--- config.mk ---
export PLATFORM = sky130hd
export DESIGN_NAME = gpio_bank_regs
export DESIGN_NICKNAME = d
export VERILOG_FILES = /design/src/rtl/gpio_pkg.sv /design/src/rtl/gpio_addr_dec.sv /design/src/rtl/gpio_port.sv /design/src/rtl/gpio_bank_regs.sv
export SDC_FILE = /design/constraint.sdc
export NUM_CORES = 1
export LEC_CHECK = 0
export BUFFER_PORTS_ARGS = -buffer_cell sky130_fd_sc_hd__clkbuf_2
export CAP_MARGIN = 20
export CORE_ASPECT_RATIO = 0.7
export CORE_MARGIN = 1
export CORE_UTILIZATION = 45
export DETAILED_ROUTE_END_ITERATION = 8
export PLACE_DENSITY = 0.69
export SYNTH_ARGS = -nofsm -noshare
export SYNTH_HDL_FRONTEND = slang
export SYNTH_SLANG_ARGS = --single-unit
--- constraint.sdc ---
create_clock -name clk -period 3.75 [get_ports clk]
set_input_delay 0.75 -clock clk [delete_from_list [all_inputs] [get_ports clk]]
set_output_delay 0.75 -clock clk [all_outputs]
set_load 0.05 [all_outputs]
--- src/rtl/gpio_pkg.sv ---
package gpio_pkg;

    localparam int PORT_W         = 8;
    localparam int PORTS_PER_BANK = 4;
    localparam int ADDR_W         = 12;
    localparam int DATA_W         = 32;

    // Address field positions (byte address)
    localparam int PORT_LSB     = 2;
    localparam int PORT_FIELD_W = $clog2(PORTS_PER_BANK);
    localparam int REG_LSB      = 4;
    localparam int REG_FIELD_W  = 2;
    localparam int HOLE_BIT     = REG_LSB + REG_FIELD_W;
    localparam int BANK_LSB     = 7;
    localparam int BANK_FIELD_W = 4;
    localparam int ALIAS_BIT    = 11;
    localparam int FLAT_W       = BANK_FIELD_W + PORT_FIELD_W;

    typedef enum logic [REG_FIELD_W-1:0] {
        REG_OWN = 2'd0,
        REG_OE  = 2'd1,
        REG_OUT = 2'd2,
        REG_IN  = 2'd3
    } gpio_reg_e;

    typedef struct packed {
        logic              hit;
        logic              masked;
        gpio_reg_e         sel;
        logic [FLAT_W-1:0] flat;
    } gpio_dec_t;

    typedef struct packed {
        logic [PORT_W-1:0] own;
        logic [PORT_W-1:0] oe;
        logic [PORT_W-1:0] out;
        logic [PORT_W-1:0] inp;
    } port_view_t;

    // New register value: all bits, or only the bits enabled by the mask byte
    function automatic logic [PORT_W-1:0] merge_write(
        input logic [PORT_W-1:0]   cur,
        input logic [2*PORT_W-1:0] wd,
        input logic                masked
    );
        logic [PORT_W-1:0] en;
        en = masked ? wd[2*PORT_W-1:PORT_W] : {PORT_W{1'b1}};
        return (cur & ~en) | (wd[PORT_W-1:0] & en);
    endfunction

endpackage

--- src/rtl/gpio_addr_dec.sv ---
module gpio_addr_dec
    import gpio_pkg::*;
#(
    parameter int NUM_BANKS = 2
) (
    input  logic [ADDR_W-1:0] addr,
    output gpio_dec_t         dec
);

    logic [BANK_FIELD_W-1:0] bank;
    logic                    bank_ok;
    logic [1:0]              unused_byte_lane;

    assign bank             = addr[BANK_LSB +: BANK_FIELD_W];
    assign bank_ok          = ({1'b0, bank} < (BANK_FIELD_W+1)'(NUM_BANKS));
    assign unused_byte_lane = addr[1:0];

    always_comb begin
        dec.hit    = bank_ok && !addr[HOLE_BIT];
        dec.masked = addr[ALIAS_BIT];
        dec.sel    = gpio_reg_e'(addr[REG_LSB +: REG_FIELD_W]);
        dec.flat   = {bank, addr[PORT_LSB +: PORT_FIELD_W]};
    end

endmodule

--- src/rtl/gpio_port.sv ---
module gpio_port
    import gpio_pkg::*;
(
    input  logic                clk,
    input  logic                rst,
    input  logic                wr_stb,
    input  gpio_reg_e           sel,
    input  logic                masked,
    input  logic [2*PORT_W-1:0] wd,
    input  logic [PORT_W-1:0]   pad_in,
    input  logic [PORT_W-1:0]   alt_out,
    input  logic [PORT_W-1:0]   alt_oe,
    output logic [PORT_W-1:0]   pad_out,
    output logic [PORT_W-1:0]   pad_oe,
    output port_view_t          view
);

    logic [PORT_W-1:0] own_q, oe_q, out_q;
    logic [PORT_W-1:0] meta_q, sync_q;

    always_ff @(posedge clk) begin
        if (rst) begin
            own_q  <= '0;
            oe_q   <= '0;
            out_q  <= '0;
            meta_q <= '0;
            sync_q <= '0;
        end else begin
            meta_q <= pad_in;
            sync_q <= meta_q;
            if (wr_stb) begin
                unique case (sel)
                    REG_OWN: own_q <= merge_write(own_q, wd, masked);
                    REG_OE:  oe_q  <= merge_write(oe_q,  wd, masked);
                    REG_OUT: out_q <= merge_write(out_q, wd, masked);
                    default: ;
                endcase
            end
        end
    end

    // Per-pin ownership mux between the register file and the alternate source
    always_comb begin
        pad_out = (own_q & out_q) | (~own_q & alt_out);
        pad_oe  = (own_q & oe_q)  | (~own_q & alt_oe);
    end

    assign view = '{own: own_q, oe: oe_q, out: out_q, inp: sync_q};

    // Counts clean cycles since reset so the latency check never looks into reset
    logic [1:0] settle_q;
    always_ff @(posedge clk) begin
        if (rst)                settle_q <= '0;
        else if (settle_q != 2'd2) settle_q <= settle_q + 2'd1;
    end

    p_sync_two_stage_r6: assert property (@(posedge clk) disable iff (rst)
        (settle_q == 2'd2) |-> (view.inp == $past(pad_in, 2)));

    p_idle_hold_r10: assert property (@(posedge clk) disable iff (rst)
        !wr_stb |=> ($stable(own_q) && $stable(oe_q) && $stable(out_q)));

    p_plain_load_r3: assert property (@(posedge clk) disable iff (rst)
        (wr_stb && !masked && sel == REG_OUT) |=> (out_q == $past(wd[PORT_W-1:0])));

    p_mask_keep_r4: assert property (@(posedge clk) disable iff (rst)
        (wr_stb && masked && sel == REG_OUT)
        |=> (((out_q ^ $past(out_q)) & ~$past(wd[2*PORT_W-1:PORT_W])) == '0));

endmodule

--- src/rtl/gpio_bank_regs.sv ---
module gpio_bank_regs
    import gpio_pkg::*;
#(
    parameter int NUM_BANKS = 2
) (
    input  logic                                   clk,
    input  logic                                   rst,
    input  logic [ADDR_W-1:0]                      addr,
    input  logic                                   wr_en,
    input  logic [DATA_W-1:0]                      wdata,
    output logic [DATA_W-1:0]                      rdata,
    input  logic [NUM_BANKS*PORTS_PER_BANK*PORT_W-1:0] pad_in,
    input  logic [NUM_BANKS*PORTS_PER_BANK*PORT_W-1:0] alt_out,
    input  logic [NUM_BANKS*PORTS_PER_BANK*PORT_W-1:0] alt_oe,
    output logic [NUM_BANKS*PORTS_PER_BANK*PORT_W-1:0] pad_out,
    output logic [NUM_BANKS*PORTS_PER_BANK*PORT_W-1:0] pad_oe
);

    localparam int NUM_PORTS = NUM_BANKS * PORTS_PER_BANK;

    gpio_dec_t         dec;
    port_view_t        views [NUM_PORTS];
    logic [PORT_W-1:0] rd_byte;
    logic [DATA_W-1:0] rdata_q;
    logic [DATA_W-2*PORT_W-1:0] unused_wdata_hi;

    assign unused_wdata_hi = wdata[DATA_W-1:2*PORT_W];

    gpio_addr_dec #(.NUM_BANKS(NUM_BANKS)) u_dec (
        .addr (addr),
        .dec  (dec)
    );

    for (genvar p = 0; p < NUM_PORTS; p++) begin : g_port
        logic hit_p;
        assign hit_p = wr_en && dec.hit && (dec.flat == FLAT_W'(p));

        gpio_port u_port (
            .clk     (clk),
            .rst     (rst),
            .wr_stb  (hit_p),
            .sel     (dec.sel),
            .masked  (dec.masked),
            .wd      (wdata[2*PORT_W-1:0]),
            .pad_in  (pad_in [p*PORT_W +: PORT_W]),
            .alt_out (alt_out[p*PORT_W +: PORT_W]),
            .alt_oe  (alt_oe [p*PORT_W +: PORT_W]),
            .pad_out (pad_out[p*PORT_W +: PORT_W]),
            .pad_oe  (pad_oe [p*PORT_W +: PORT_W]),
            .view    (views[p])
        );
    end

    always_comb begin
        rd_byte = '0;
        if (dec.hit) begin
            for (int p = 0; p < NUM_PORTS; p++) begin
                if (dec.flat == FLAT_W'(p)) begin
                    unique case (dec.sel)
                        REG_OWN: rd_byte = views[p].own;
                        REG_OE:  rd_byte = views[p].oe;
                        REG_OUT: rd_byte = views[p].out;
                        default: rd_byte = views[p].inp;
                    endcase
                end
            end
        end
    end

    always_ff @(posedge clk) begin
        if (rst) rdata_q <= '0;
        else     rdata_q <= {{(DATA_W-PORT_W){1'b0}}, rd_byte};
    end

    assign rdata = rdata_q;

    p_miss_reads_zero_r9: assert property (@(posedge clk) disable iff (rst)
        !dec.hit |=> (rdata == '0));

endmodule

Word level (Yosys, flattened, before mapping). Index checks and enable logic that the tools add are counted.

Bits of input ports: 239. Logic and storage cells: 214. Register bits after elaboration: 352.

Bitwise gates (word level): 107. $lt $le $gt $ge: 1. Multiplexer cells: 17. Reduce and logical (&&, ||, !) cells: 38. Equality and inequality tests: 9.

Operators by type and width (count): $and A8 B8 Y8 (57); $or A8 B8 Y8 (40); $pmux W8 S3 (8); $mux W8 (9); $not A8 Y8 (9); $reduce_and A2 Y1 (24); $eq A6 B3 Y1 const B (4); $eq A6 B2 Y1 const B (2); $logic_and A1 B1 Y1 (10); $eq A6 B1 Y1 const B (1); $logic_not A6 Y1 (1); $lt A4 B2 Y1 const B (1); $eq A2 B1 Y1 const B (1); $eq A2 B2 Y1 const B (1); $logic_not A2 Y1 (1); $reduce_or A2 Y1 (1); $logic_not A1 Y1 (1); $not A1 Y1 (1).

Depth between registers and ports, before layout.
Word-level depth: 10. Depth in mapped cells: 9. Mapped depth without buffers: 5.

Cells and area by module. From an unflattened synthesis, not the netlist that was laid out.

Cells, all modules: 1577. Area total of the unflattened synthesis: 16698.5 µm².

By module, submodules not included: gpio_port (sequential area each 800.8 µm², cells an instance 170, area each 1761.7 µm², instances 8); gpio_bank_regs (sequential area each 160.2 µm², cells an instance 207, area each 2524.9 µm², instances 1); gpio_addr_dec (sequential area each 0.0 µm², cells an instance 10, area each 80.1 µm², instances 1).

Worst setup path before layout. OpenSTA, ideal clock, no wires.

Path kind: input-to-reg. From: input port addr[4]. To: register rdata_q[6] (netlist: rdata[6]). Cell stages on the path: 7. Setup time: 0.120 ns. Slack: 1.211 ns. Data required time: 3.630 ns. Data arrival time: 2.419 ns. Cell sequence: buf_2 > buf_4 > buf_2 > mux4_2 > a32oi_1 > nand3_1 > o31a_1.

Longest elaborated chain between the ends: 10. Elaborated cells between the ends (all ways): 19. Those cells by class: 2 x eq/ne; 16 x mux; 1 x reduce/logical.

Ends and longest elaborated chain: from (decl) (RTL line gpio_bank_regs.sv:8) `input logic [ADDR_W-1:0] addr,`; $eq A2 B2 Y1 (tied with other cells) (RTL line gpio_bank_regs.sv:59) `unique case (dec.sel)`; $pmux W8 S3 (RTL line gpio_bank_regs.sv:59); $mux W8 (7 in series) (RTL line gpio_bank_regs.sv:58) `if (dec.flat == FLAT_W'(p)) begin`; $mux W8 * (RTL line gpio_bank_regs.sv:58); to (signal assigned) (RTL line gpio_bank_regs.sv:72) `else rdata_q <= {{(DATA_W-PORT_W){1'b0}}, rd_byte};`; to (decl) (RTL line gpio_bank_regs.sv:24) `logic [DATA_W-1:0] rdata_q;`.

Every way passes the cells marked *; elsewhere a longest branch is shown, timed or not. A chain may end at the register's enable or synchronous reset.

==> metrics.yaml <==
run_status: "finished clean"
synth.yosys.warnings: 0
grt_start_max_net_pins: 138
timing.critical_path.depth: 7
cts_repair_resize_count: 0
netlist_area_pre_place_sq_mm: 0.0154
io_buffer_count: 356
synth_enable_flop_cells: 0
cp.arrival_ps: 3030
cts.htree.levels: 2
p_leak_uw: 0.00737
drt_drc_violations_left: 0
placeableCoreArea_sq_mm: 0.0336
placed_area_sq_mm: 0.0174
grt_util_met2_pct: 43.7
place_hpwl_um: 37200
finalCriticalPeriod_ps: 2660
finish.instance_area_sq_mm: 0.0185
die_h_um: 157
cp-start-kind: "input port"
max_slew_violation_count: 0
min_path_cells: 2
use_met1_pct: 41.1
timing_hold_violations_final: 0
postSynth.asyncResetShare_pct: 0
drt-vias-per-instance: 5.62
synth-main-ff-cell: "dfxtp_1"
filler_cell_count: 2986
worst_r2r_path_depth: 5
synth.yosys.seq_area_share_pct: 42.7
worstSetupPathType: "in -> reg"
ys_ff_latch: 328
end_kind: "flop"
synth.distinct_cells: 44
max-clock-path-buffers: 3
crit_path_max_fanout: 25
worst-endpoint-required_ps: 4120
clock_tree_from_tritoncts: "yes"
top_achievable_clock_speed_ghz: 0.376
final_min_period_over_clock_period_pct: 70.8
cts_hold_buf: 0
num_io_pins: 399
insertion_delay_ps: 530
ir_drop_v: 0.000229
layout_common_cells: "clkbuf_2 (353), dfxtp_1 (328), nor2_1 (160)"
clock-sinks: 328
dieArea_sq_mm: 0.0349
post_route_clock_skew_ps: 13.4
setup_viol_count_final: 0
route.antenna.remaining_nets: 0
clk_pin_slew_worst_paths_ps: 60
route.vias.total: 12900
postCtsSetupRepairBufs: 0
worstPathBufferInverterCount: 2
chipWidth_um: 223
rsz_0062_raised_after_global_routing: "no"
max_stage_delay_ps: 600
final_core_utilization_pct: 55.2
routed_wl_um: 51300
root_buffer_selected_by_cts: "clkbuf_16"
wl_per_cell_um: 22.3
iter_0_drt_violations: 1193
grt_util_all_layers_pct: 28.7
slowest_stage: "nand2_1"
drv.max_cap_violation_count: 0
post_route_cells_drive_above_1_share_pct: 34.8
grt.busiest_layer: "met2"
grt_pass1_vias: 11900
initial_utilization_pct: 45.8
placement_rows: 56
worst_path_dominant_cell_family: "simple AND/OR/NAND/NOR gates"
worst_slew_pin_slew_ps: 1050
syn2layout_area_growth_pct: 20.5
gpl.final_weighted_congestion: 0.991
cts_buffers: 34
final.setup.tns_ps: 0
powerDensity_mw_per_mm2: 425
relSlewSlack_pct: 30.2
antenna_violations_before_repair: 5
post_synth_inst_count: 1535
detailedRoute.firstPassIterationCount: 5
timing.hold.worst.class: "in -> reg"
globalRoute.totalOverflow: 0
final_nets: 2077
layout.cells.most_common: "clkbuf_2"
grt_util_met3_pct: 6.35
grt_first_pass_wirelength_um: 75100
average_size_of_a_mapped_cell_sq_um: 10.0
timing.critical_path.cells: "clkbuf_2 -> nor2b_1 -> buf_4 -> nand2_1 -> nor3_1 -> mux2i_1 -> nor2_1"
layer usage:
metal,up-vias,share of wire (%)
li1,5953,-
met1,6277,45
met2,616,44
met3,77,8.9
met4,6,2.1
met5,-,0.066
cell usage after synthesis, drive strengths merged, types with 2 or more instances:
| cell type | n | area [sq um] |
|---|---|---|
| o21ai | 27 | 135 |
| nor3 | 92 | 465 |
| a32oi | 2 | 17.5 |
| o31a | 2 | 17.5 |
| a311oi | 2 | 17.5 |
| nor2b | 141 | 882 |
| or3 | 4 | 25.0 |
| a21oi | 56 | 280 |
| a2111oi | 2 | 17.5 |
| and3 | 4 | 25.0 |
| clkbuf | 96 | 360 |
| buf | 53 | 330 |
| a31oi | 3 | 18.8 |
| a22oi | 2 | 15.0 |
| nand2 | 66 | 248 |
| nand3 | 104 | 521 |
| nor2 | 160 | 601 |
| mux2 | 129 | 1450 |
| nand2b | 12 | 75.1 |
| a221oi | 2 | 17.5 |
| mux2i | 155 | 1550 |
| mux4 | 66 | 1490 |
| dfxtp | 328 | 6570 |
| nor4 | 13 | 130 |
per-stage QoR:
stage               hold WS, ps  power, uW  worst slack [ps]  std cells
finish                      427       7870              1090       2300
global route                416       8100               953       2298
CTS                         407       7920              1180       2298
detailed placement          420       4620               620       2237
global placement            419       4610               675       2237
floorplan                   414       4310              1210       1558
area by class of cell:
class	instances	area (sq um)	area share (%)
multi-input combinational	1080	8210	44.3
sequential	328	6570	35.4
timing repair buffer	393	2120	11.5
clock buffer	49	967	5.22
tap	435	544	2.94
clock inverter	12	109	0.588
antenna	2	5.00	0.0270
inverter	1	3.75	0.0203
cells by family (layout without fill, tap and decap cells):
kind of cell / count (synthesis) / count (layout) / synth area share, %
buffers and inverters: 150 / 455 / 4.52
AND/OR/NAND/NOR: 604 / 604 / 19.9
flip-flops: 328 / 328 / 42.7
other: 1 / 26 / 0.0244
multiplexers: 350 / 350 / 29.2
AO/OA/AOI/OAI: 102 / 102 / 3.71
power breakdown:
part           switching (uW)  total, uW  internal (uW)
Combinational             683        978            295
Sequential               22.0       3570           3550
Clock                    1440       3320           1880
Total                    2150       7870           5720
path summary, 6_finish.rpt:
kind / from / to / slack (ps)
min reg2reg: g_port[2].u_port.meta_q[0] / g_port[2].u_port.sync_q[0] / 430
min: pad_in[26] / g_port[3].u_port.meta_q[2] / 430
max: addr[3] / flop / 1090
max reg2reg: flop / rdata[4] / 1880
(Power assumes the default switching activity.)
